--- src/rtl/stepper_indexer_pkg.sv ---
`timescale 1ns/1ps
package stepper_indexer_pkg;

   // quarter-wave resolution the table is built for
   localparam int TABLE_RES  = 5;
   localparam int TABLE_BITS = 5;

   // round(31 * sin(j * pi / 64)), j = 0 .. 32
   function automatic logic [TABLE_BITS-1:0] sine_quarter(input int j);
      logic [TABLE_BITS-1:0] v;
      case (j)
         0:  v = 5'd0;   1:  v = 5'd2;   2:  v = 5'd3;   3:  v = 5'd5;
         4:  v = 5'd6;   5:  v = 5'd8;   6:  v = 5'd9;   7:  v = 5'd10;
         8:  v = 5'd12;  9:  v = 5'd13;  10: v = 5'd15;  11: v = 5'd16;
         12: v = 5'd17;  13: v = 5'd18;  14: v = 5'd20;  15: v = 5'd21;
         16: v = 5'd22;  17: v = 5'd23;  18: v = 5'd24;  19: v = 5'd25;
         20: v = 5'd26;  21: v = 5'd27;  22: v = 5'd27;  23: v = 5'd28;
         24: v = 5'd29;  25: v = 5'd29;  26: v = 5'd30;  27: v = 5'd30;
         28: v = 5'd30;  29: v = 5'd31;  30: v = 5'd31;  31: v = 5'd31;
         default: v = 5'd31;
      endcase
      return v;
   endfunction

endpackage

--- src/rtl/step_edge_qual.sv ---
`timescale 1ns/1ps
module step_edge_qual #(
   parameter int RES_W    = 3,
   parameter int FINE_MIN = 3
) (
   input  logic             clk,
   input  logic             rst_n,
   input  logic             step_in,
   input  logic             dual_edge,
   input  logic [RES_W-1:0] res_sel,
   output logic             qual
);

   logic step_q;
   logic rise, fall, fine_mode;

   // previous level is tracked at all times so a level held across sleep is no edge
   always_ff @(posedge clk or negedge rst_n) begin
      if (!rst_n) step_q <= 1'b0;
      else        step_q <= step_in;
   end

   always_comb begin
      rise      = step_in & ~step_q;
      fall      = ~step_in & step_q;
      fine_mode = (res_sel >= RES_W'(FINE_MIN));
      qual      = rise | (fall & dual_edge & fine_mode);
   end


   rise_qual_chk: assert property (@(posedge clk) disable iff (!rst_n)
      (step_in && !$past(step_in)) |-> qual);

endmodule

--- src/rtl/step_position.sv ---
`timescale 1ns/1ps
module step_position #(
   parameter int MAX_RES = 5,
   parameter int RES_W   = 3,
   localparam int POS_W  = MAX_RES + 2,
   localparam int HOME   = 1 << (MAX_RES - 1)
) (
   input  logic             clk,
   input  logic             rst_n,
   input  logic             sleep_n,
   input  logic             qual,
   input  logic             dir_in,
   input  logic [RES_W-1:0] res_sel,
   output logic [POS_W-1:0] pos
);

   localparam logic [POS_W-1:0] HOME_POS  = POS_W'(HOME);
   localparam logic [POS_W-1:0] QTR_MASK  = POS_W'((1 << MAX_RES) - 1);

   logic [RES_W-1:0] res_eff;
   logic [POS_W-1:0] stride, snap_mask, rounded, nxt;

   always_comb begin
      res_eff   = (res_sel > RES_W'(MAX_RES)) ? RES_W'(MAX_RES) : res_sel;
      stride    = POS_W'(1) << (RES_W'(MAX_RES) - res_eff);
      snap_mask = ~(stride - POS_W'(1));
      if (res_eff == '0)
         rounded = (pos & ~QTR_MASK) | HOME_POS;
      else
         rounded = (pos + (stride >> 1)) & snap_mask;
      nxt = dir_in ? (rounded + stride) : (rounded - stride);
   end

   always_ff @(posedge clk or negedge rst_n) begin
      if (!rst_n)       pos <= HOME_POS;
      else if (!sleep_n) pos <= HOME_POS;
      else if (qual)    pos <= nxt;
   end


   step_move_chk: assert property (@(posedge clk) disable iff (!rst_n)
      (sleep_n && qual) |=> (pos != $past(pos)));

   step_hold_chk: assert property (@(posedge clk) disable iff (!rst_n)
      (sleep_n && !qual) |=> (pos == $past(pos)));

   sleep_home_chk: assert property (@(posedge clk) disable iff (!rst_n)
      !sleep_n |=> (pos == HOME_POS));

   full_grid_chk: assert property (@(posedge clk) disable iff (!rst_n)
      (sleep_n && qual && res_sel == '0) |=> ((pos & QTR_MASK) == HOME_POS));

endmodule

--- src/rtl/winding_drive.sv ---
`timescale 1ns/1ps
module winding_drive
   import stepper_indexer_pkg::*;
#(
   parameter int MAX_RES = 5,
   parameter int MAG_W   = 5,
   parameter int TRQ_W   = 3,
   parameter int PHASE   = 0,
   localparam int POS_W  = MAX_RES + 2,
   localparam int PROD_W = MAG_W + TRQ_W,
   localparam int SET_W  = PROD_W + 1
) (
   input  logic                    clk,
   input  logic                    rst_n,
   input  logic                    drive_on,
   input  logic [POS_W-1:0]        pos,
   input  logic [TRQ_W-1:0]        torque,
   output logic signed [SET_W-1:0] set_q,
   output logic                    neg_q
);

   logic [POS_W-1:0]   angle;
   logic [MAX_RES-1:0] frac;
   logic [MAX_RES:0]   tbl_idx;
   logic [MAG_W-1:0]   mag;
   logic [TRQ_W:0]     scale;
   logic [PROD_W-1:0]  prod;
   logic signed [SET_W-1:0] signed_val;

   always_comb begin
      angle   = pos + POS_W'(PHASE);
      frac    = angle[MAX_RES-1:0];
      // second and fourth quarters read the table backwards
      tbl_idx = angle[MAX_RES] ? ((MAX_RES+1)'(1 << MAX_RES) - {1'b0, frac})
                               : {1'b0, frac};
      mag     = MAG_W'(sine_quarter(int'(tbl_idx)));
      scale   = (TRQ_W+1)'(1 << TRQ_W) - {1'b0, torque};
      prod    = PROD_W'(mag) * PROD_W'(scale);
      signed_val = angle[POS_W-1] ? -$signed({1'b0, prod}) : $signed({1'b0, prod});
   end

   always_ff @(posedge clk or negedge rst_n) begin
      if (!rst_n) begin
         set_q <= '0;
         neg_q <= 1'b0;
      end else if (!drive_on) begin
         set_q <= '0;
         neg_q <= 1'b0;
      end else begin
         set_q <= signed_val;
         neg_q <= angle[POS_W-1];
      end
   end


   drive_off_chk: assert property (@(posedge clk) disable iff (!rst_n)
      !drive_on |=> (set_q == '0 && !neg_q));

   full_scale_chk: assert property (@(posedge clk) disable iff (!rst_n)
      (drive_on && torque == '0 && $stable(pos)) |=>
         (set_q <= $signed(SET_W'(31 << TRQ_W)) && set_q >= -$signed(SET_W'(31 << TRQ_W))));

endmodule

--- src/rtl/stepper_indexer.sv ---
`timescale 1ns/1ps
module stepper_indexer #(
   parameter int MAX_RES  = 5,
   parameter int RES_W    = 3,
   parameter int MAG_W    = 5,
   parameter int TRQ_W    = 3,
   parameter int FINE_MIN = 3,
   localparam int POS_W   = MAX_RES + 2,
   localparam int SET_W   = MAG_W + TRQ_W + 1,
   localparam int QTR     = 1 << MAX_RES
) (
   input  logic                    clk,
   input  logic                    rst_n,
   input  logic                    sleep_n,
   input  logic                    out_en_n,
   input  logic                    step_in,
   input  logic                    dir_in,
   input  logic [RES_W-1:0]        res_sel,
   input  logic                    dual_edge,
   input  logic [TRQ_W-1:0]        torque,
   output logic signed [SET_W-1:0] a_set,
   output logic                    a_neg,
   output logic signed [SET_W-1:0] b_set,
   output logic                    b_neg
);

   // elaboration-time parameter checks
   if (MAX_RES != stepper_indexer_pkg::TABLE_RES || MAG_W != stepper_indexer_pkg::TABLE_BITS)
   begin : g_bad_table
      $error("sine table is built for MAX_RES=5 and MAG_W=5");
   end
   if ((1 << RES_W) <= MAX_RES) begin : g_bad_res_w
      $error("RES_W too narrow for MAX_RES");
   end
   if (FINE_MIN > MAX_RES) begin : g_bad_fine
      $error("FINE_MIN above MAX_RES");
   end

   logic             qual;
   logic             drive_on;
   logic [POS_W-1:0] pos;
   logic signed [SET_W-1:0] set_arr [2];
   logic                    neg_arr [2];

   always_comb drive_on = sleep_n & ~out_en_n;

   step_edge_qual #(.RES_W(RES_W), .FINE_MIN(FINE_MIN)) u_edge (
      .clk(clk), .rst_n(rst_n), .step_in(step_in), .dual_edge(dual_edge),
      .res_sel(res_sel), .qual(qual));

   step_position #(.MAX_RES(MAX_RES), .RES_W(RES_W)) u_pos (
      .clk(clk), .rst_n(rst_n), .sleep_n(sleep_n), .qual(qual),
      .dir_in(dir_in), .res_sel(res_sel), .pos(pos));

   // winding 0 (A) leads by a quarter cycle, winding 1 (B) follows the index
   for (genvar w = 0; w < 2; w++) begin : g_wind
      winding_drive #(
         .MAX_RES(MAX_RES), .MAG_W(MAG_W), .TRQ_W(TRQ_W),
         .PHASE((w == 0) ? QTR : 0)
      ) u_wind (
         .clk(clk), .rst_n(rst_n), .drive_on(drive_on), .pos(pos),
         .torque(torque), .set_q(set_arr[w]), .neg_q(neg_arr[w]));
   end

   always_comb begin
      a_set = set_arr[0];
      a_neg = neg_arr[0];
      b_set = set_arr[1];
      b_neg = neg_arr[1];
   end


   sleep_quiet_chk: assert property (@(posedge clk) disable iff (!rst_n)
      !sleep_n |=> (a_set == '0 && b_set == '0 && !a_neg && !b_neg));

endmodule

--- config.mk ---
export PLATFORM = sky130hd
export DESIGN_NAME = stepper_indexer
export DESIGN_NICKNAME = d
export VERILOG_FILES = /design/src/rtl/stepper_indexer_pkg.sv /design/src/rtl/step_edge_qual.sv /design/src/rtl/step_position.sv /design/src/rtl/winding_drive.sv /design/src/rtl/stepper_indexer.sv
export SDC_FILE = /design/constraint.sdc
export NUM_CORES = 1
export LEC_CHECK = 0
export BUFFER_PORTS_ARGS = -buffer_cell sky130_fd_sc_hd__buf_4
export CORE_MARGIN = 8
export CORE_UTILIZATION = 60
export DETAILED_ROUTE_END_ITERATION = 16
export PLACE_DENSITY = 0.78
export SYNTH_ARGS = -nofsm -noshare
export SYNTH_HDL_FRONTEND = slang
export SYNTH_SLANG_ARGS = --single-unit
--- constraint.sdc ---
create_clock -name clk -period 14.58 [get_ports clk]
set_input_delay 2.916 -clock clk [delete_from_list [all_inputs] [get_ports clk]]
set_output_delay 2.916 -clock clk [all_outputs]
set_load 0.02 [all_outputs]
==> impl_metrics.env, run 1 <==
export IMPL_drt_iter0_markers=144
export IMPL_hold_depth=1
export IMPL_synth_edf_count=0
export IMPL_final_nets=590
export IMPL_synth_nets=571
export IMPL_area_delta_synth_final_pct=7.97
export IMPL_die_area_mm2=0.00964
export IMPL_synth_most_common_cell="nor2_1"
export IMPL_ys_ff_latch=28
export IMPL_overflow=0
export IMPL_clk_pin_slew_worst_paths_ns=0.10
export IMPL_place_hpwl_um=7330
export IMPL_drt_total_wl_um=9280
export IMPL_fillers=564
export IMPL_synth_top_area_frac=0.167
export IMPL_synth_simple_area_share=0.225
export IMPL_postSynthAreaPerCell_um2=8.15
export IMPL_grt_setup_unrepaired="false"
export IMPL_numPortBuffers=32
export IMPL_reg2regPathDepth=22
export IMPL_cpLargestDelayFamily="adder cells"
export IMPL_synth_cell_types=69
export IMPL_grt_pass1_wl_um=16400
export IMPL_synthMuxAreaShare=0.0327
export IMPL_grtUsageTotal=0.200
export IMPL_synth_area_top_cells="dfrtp_1 17%, ha_1 15%, fa_1 6.9%, nor2_1 5.0%, inv_1 4.0%"
export IMPL_worstSkewPairLatency_ns=0.28
export IMPL_path_cells="buf_4 -> clkinv_1 -> ha_1 -> xor2_1 -> nand2b_1 -> fa_1 -> inv_1 -> fa_1 -> ha_1 -> a21o_1 -> a21oi_1 -> o21bai_1 -> a21oi_1 -> xnor3_1 -> or2_0 -> mux2i_1"
export IMPL_power_total_uw=1080
export IMPL_syn_inst=497
export IMPL_synthArstFlopShare=1.00
export IMPL_die_w_um=98.2
export IMPL_cts_buffer_depth=2
export IMPL_vias_per_cell=6.01
export IMPL_hold_buffers=0
export IMPL_cp_max_fo=10
export IMPL_synth_top_cell_by_area="dfrtp_1"
export IMPL_min_to="u_pos.pos[4]$_DFFE_PN1P_"
export IMPL_fin_skew_ns=0.00712
export IMPL_row_count=30
export IMPL_min_delay_start="u_pos.pos[4]$_DFFE_PN1P_"
export IMPL_io_pin_count=33
export IMPL_cellPowerDensity_mw_per_mm2=246
export IMPL_htree_levels=1
export IMPL_holdWs_ns=0.713
export IMPL_power_leakage_uw=0.00212
export IMPL_syn_area_mm2=0.00405
export IMPL_avgRoutedWirePerCell_um=15.6
export IMPL_tns_ns=0
export IMPL_required_ns=14.78
export IMPL_ys_warn_count=0
export IMPL_start_util=0.606
export IMPL_cts_tree="built"
export IMPL_synth_top_family_by_area="simple AND/OR/NAND/NOR gates"
export IMPL_synth_compound_area_frac=0.208
export IMPL_critPathArrivalTime_ns=7.08
export IMPL_core_area_mm2=0.00668
export IMPL_numCtsBuffers=3
export IMPL_synth_xor_area_frac=0.0818
export IMPL_max_stage_delay_ns=0.57
export IMPL_dpl_cell_count=591
export IMPL_synth_flop_cell="dfrtp_1"
export IMPL_vdd_ir_drop_max_mv=0.0792
export IMPL_remaining_drc_errors=0
export IMPL_tightest_slew_ns=0.926
export IMPL_drive_above_1_share=0.105
export IMPL_critPathBufInv=3
export IMPL_grt_pass1_vias=3542
export IMPL_drt_pre_antenna_iters=4
export IMPL_worst_r2r_endpoint="g_wind[0].u_wind.set_q[7]$_DFF_PN0_"
export IMPL_maxSlewHeadroom=0.381
export IMPL_post_place_ws_ns=7.46
export IMPL_post_route_period_util=0.472
export IMPL_grt_start_max_net_pins=33
export IMPL_post_cts_buffers=0
export IMPL_gp_congestion=0.917
export IMPL_synth_adder_area_share=0.214
export IMPL_run_status="finished, final reports clean"
export IMPL_fin_crit_ns=6.88
export IMPL_hold_class="reg2reg"
export IMPL_seq_area_frac_synth=0.173
export IMPL_cts_root_buf="clkbuf_8"
export IMPL_die_h_um=98.2
export IMPL_drv_cap=0
export IMPL_reg2reg_from="u_pos.pos[0]$_DFFE_PN0P_"
export IMPL_antenna_found_initial=0
export IMPL_cts_resized=0
export IMPL_layoutNonFillerInstCount=595
export IMPL_vias=3576
export IMPL_finalSetupViolCount=0
export IMPL_multi_input_area_mm2=0.00309
export IMPL_slowest_stage="xor2_1"
export IMPL_cp_start_kind="input pin"
export IMPL_endpoint_kind="register"
export IMPL_clock_fmax_mhz=145
export IMPL_worstSetupPathType="in2reg"
export IMPL_synthTopCellsByCount="54 x nor2_1, 47 x ha_1, 43 x inv_1"
export IMPL_n_antenna_cell=0
export IMPL_hold_viol=0
export IMPL_final_max_slew_viol_count=0
export IMPL_clock_sinks=28
export IMPL_setup_ws_ns=7.70
export IMPL_ff_latch_area_um2=702
export IMPL_ant_nets=0
export IMPL_reg2reg_setup_slack_ns=8.52
==> report_power, final <==
| part | total, µW | internal [µW] | switching (µW) | leakage (µW) |
|---|---|---|---|---|
| logic | 897 | 381 | 516 | 0.00171 |
| clock network | 61.1 | 36.8 | 24.3 | 0.0000357 |
| registers | 120 | 98.7 | 21.3 | 0.000373 |
| total | 1080 | 516 | 562 | 0.00212 |
==> per-layer routing <==
layer  track usage  wire, µm  vias up
met4        0.0567       150        0
met5             0         0        -
met2         0.360      4650       79
met3        0.0299       353       16
li1              -         -     1783
met1         0.238      4120     1698
==> area by class of cell <==
cell class	count	area share
clock inverter	1	0.00686
clock buffer	3	0.00944
inverter	44	0.0378
sequential	28	0.160
timing repair buffer	33	0.0566
multi-input combinational	406	0.706
tap	80	0.0229
==> metrics by stage <==
| step | utilization | instance area (µm²) |
|---|---|---|
| floorplan | - | 4050 |
| global placement | 0.644 | 4300 |
| detailed placement | 0.644 | 4300 |
| CTS | 0.655 | 4370 |
| global route | 0.655 | 4370 |
| finish | 0.655 | 4370 |
==> worst reg2reg max path: stages (launching register included) <==
cell and delay, ns:
dfrtp_1 0.66, inv_1 0.31, ha_1 0.44, nor2b_1 0.17, a21oi_1 0.26, inv_1 0.20
ha_1 0.23, nor3_1 0.35, nor3b_1 0.10, o21ai_0 0.15, o2111a_1 0.27, nor2_1 0.08
fa_1 0.53, inv_1 0.05, fa_1 0.52, inv_1 0.04, ha_1 0.33, a21oi_1 0.21
o21bai_1 0.09, a21oi_1 0.16, xnor3_1 0.44, or2_0 0.23, mux2i_1 0.14
==> flip-flops by register name, summed over array words and instances (netlist names) <==
| name | flops |
|---|---|
| g_wind.u_wind.set_q | 18 |
| u_pos.pos | 7 |
| g_wind.u_wind.neg_q | 2 |
| u_edge.step_q | 1 |
==> layout by cell type, fill, tap and decap left out, drive strengths merged, types with 3 or more instances in the layout <==
cell     n
nor2    54
ha      47
inv     43
buf     33
nand2   32
o21ai   30
a21oi   27
dfrtp   27
xnor2   19
nand2b  15
fa      14
nor2b   13
xor2    12
mux2i   11
nor3    11
and2    10
nand3    9
a211oi   9
or3      8
a21o     7
o211ai   7
a31oi    6
and3     5
nand3b   5
or2      5
o211a    3
o21a     3
a311oi   3
a21boi   3
o21bai   3
clkbuf   3
nor4     3
nor3b    3
==> worst max-delay path by stage <==
stage	slack (ns)	from	to	cells past startpoint
after floorplan	7.68	torque[0]	g_wind[1].u_wind.set_q[7]$_DFF_PN0_	16
after global placement	7.62	torque[0]	g_wind[0].u_wind.set_q[7]$_DFF_PN0_	16
final	7.70	torque[0]	g_wind[0].u_wind.set_q[7]$_DFF_PN0_	16
after detailed placement	7.46	torque[0]	g_wind[1].u_wind.set_q[7]$_DFF_PN0_	16
after global routing	7.36	torque[0]	g_wind[0].u_wind.set_q[7]$_DFF_PN0_	16
after CTS	7.72	torque[0]	g_wind[1].u_wind.set_q[7]$_DFF_PN0_	16
==> cell families after synthesis <==
group	Yosys count
DFF	28
xor gates and xnor gates	33
adders and majority gates	61
muxes	13
and+or+nand+nor	176
other	1
AOI/OAI and AO/OA	122
buffers and inverters	63
No activity file was read; power rests on OpenSTA's default activity.
==> inputs of run 2 (changes only) <==
- clock period: 14.58 -> 7.12 ns (I/O delays scaled with it)
==> run 2 against run 1 <==
Die area did not move. Critical path type is now reg2reg. Sequential cell count did not move. Sequential power rose by 100%. Highest routed layer unchanged. Final cell count did not move.
==> impl_metrics.env, run 2 (synthesized netlist as in run 1, its figures left out) <==
export IMPL_ant_nets=0
export IMPL_power_leakage_uw=0.00212
export IMPL_post_route_period_util=0.835
export IMPL_grt_pass1_vias=3411
export IMPL_die_h_um=98.2
export IMPL_vdd_ir_drop_max_mv=0.190
export IMPL_die_area_mm2=0.00964
export IMPL_run_status="finished, final reports clean"
export IMPL_fin_skew_ns=0.0101
export IMPL_required_ns=7.34
export IMPL_cp_max_fo=12
export IMPL_worstSetupPathType="reg2reg"
export IMPL_tns_ns=0
export IMPL_die_w_um=98.2
export IMPL_drt_total_wl_um=9270
export IMPL_top_register="g_wind.u_wind.set_q"
export IMPL_cts_resized=0
export IMPL_drt_iter0_markers=230
export IMPL_hold_buffers=0
export IMPL_critPathArrivalTime_ns=6.17
export IMPL_drt_pre_antenna_iters=5
export IMPL_grt_pass1_wl_um=15800
export IMPL_cp_start_kind="register"
export IMPL_row_count=30
export IMPL_layout_commonest_cell="nor2_1"
export IMPL_grt_start_max_net_pins=33
export IMPL_n_antenna_cell=0
export IMPL_cellPowerDensity_mw_per_mm2=504
export IMPL_antenna_found_initial=0
export IMPL_start_util=0.606
export IMPL_overflow=0
export IMPL_post_place_ws_ns=1.27
export IMPL_post_cts_buffers=0
export IMPL_hold_viol=0
export IMPL_tightest_slew_ns=0.857
export IMPL_drv_cap=0
export IMPL_vias_per_cell=6.09
export IMPL_setup_ws_ns=1.17
export IMPL_clock_sinks=28
export IMPL_numPortBuffers=32
export IMPL_drive_above_1_share=0.105
export IMPL_io_pin_count=33
export IMPL_cts_root_buf="clkbuf_8"
export IMPL_remaining_drc_errors=0
export IMPL_area_delta_synth_final_pct=7.97
export IMPL_numCtsBuffers=3
export IMPL_finalSetupViolCount=0
export IMPL_fin_crit_ns=5.95
export IMPL_core_area_mm2=0.00668
export IMPL_top_regs="g_wind.u_wind.set_q (18), u_pos.pos (7), g_wind.u_wind.neg_q (2)"
export IMPL_layout_common_cells="54 x nor2_1, 47 x ha_1, 43 x inv_1"
export IMPL_maxSlewHeadroom=0.428
export IMPL_final_max_slew_viol_count=0
export IMPL_clock_fmax_mhz=168
export IMPL_place_hpwl_um=7410
export IMPL_htree_levels=1
export IMPL_cts_tree="built"
export IMPL_grt_setup_unrepaired="false"
export IMPL_gp_congestion=0.897
export IMPL_largest_register_ffs=18
export IMPL_vias=3625
export IMPL_worstSkewPairLatency_ns=0.29
export IMPL_hold_class="reg2reg"
export IMPL_final_nets=590
export IMPL_cts_buffer_depth=2
export IMPL_endpoint_kind="register"
export IMPL_avgRoutedWirePerCell_um=15.6
export IMPL_clk_pin_slew_worst_paths_ns=0.11
export IMPL_grtUsageTotal=0.194
-- run 2: cell counts in the layout (fill, tap and decap cells not counted) --
No cell type changed its count.
-- run 2: layout make-up --
cell class	count	area [µm²]
Multi-Input combinational cell	406	3090
Clock inverter	1	30.0
Timing Repair Buffer	33	248
Clock buffer	3	41.3
Inverter	44	165
Fill cell	592	2310
Tap cell	80	100
Sequential cell	28	702
-- run 2: path summary, 6_finish.rpt --
| path | to | from | slack [ns] | cells after the start |
|---|---|---|---|---|
| max | g_wind[0].u_wind.set_q[7]$_DFF_PN0_ | u_pos.pos[0]$_DFFE_PN0P_ | 1.17 | 22 |
| min | u_pos.pos[4]$_DFFE_PN1P_ | u_pos.pos[4]$_DFFE_PN1P_ | 0.71 | 1 |
| max reg2reg | g_wind[0].u_wind.set_q[7]$_DFF_PN0_ | u_pos.pos[0]$_DFFE_PN0P_ | 1.17 | 22 |
| min reg2reg | u_pos.pos[4]$_DFFE_PN1P_ | u_pos.pos[4]$_DFFE_PN1P_ | 0.71 | 1 |
| max in group asynchronous | u_pos.pos[4]$_DFFE_PN1P_ | rst_n | 5.78 | 1 |
| min in group asynchronous | u_pos.pos[1]$_DFFE_PN0P_ | rst_n | 1.03 | 1 |
-- run 2: layer usage --
layer,share of wire,global-route usage,vias up
met5,0,0,-
met4,0.018,0.0567,0
met3,0.057,0.0277,17
met2,0.49,0.345,104
met1,0.44,0.236,1734
li1,-,-,1770
-- run 2: where the power goes --
part | internal [µW] | total [µW] | switching (µW) | leakage, µW
Combinational | 780 | 1830 | 1050 | 0.00171
Sequential | 202 | 244 | 41.8 | 0.000373
Clock | 75.6 | 134 | 58.7 | 0.0000357
Total | 1060 | 2200 | 1150 | 0.00212
-- run 2: worst max-delay path, stage by stage (launching register included) --
cell      delay (ns)
dfrtp_1         0.60
inv_1           0.26
ha_1            0.42
nor2b_1         0.17
a21oi_1         0.24
inv_1           0.18
ha_1            0.24
nor3_1          0.40
nor3b_1         0.10
o21ai_0         0.17
o2111a_1        0.29
nand2b_1        0.15
fa_1            0.41
inv_1           0.09
fa_1            0.41
ha_1            0.31
a21o_1          0.18
a21oi_1         0.22
o21bai_1        0.09
a21oi_1         0.15
xnor3_1         0.45
or2_0           0.22
mux2i_1         0.12
-- run 2: per-stage QoR --
stage          total power (µW)   util  std cells  instance area (µm²)  hold WS (ns)
6_report                   2200  0.655        595                 4370         0.711
5_1_grt                    2430  0.655        595                 4370         0.730
4_1_cts                    2200  0.655        595                 4370         0.712
3_5_place_dp               2050  0.644        591                 4300         0.697
3_3_place_gp               1990  0.644        591                 4300         0.686
2_1_floorplan              1710      -        497                 4050         0.708
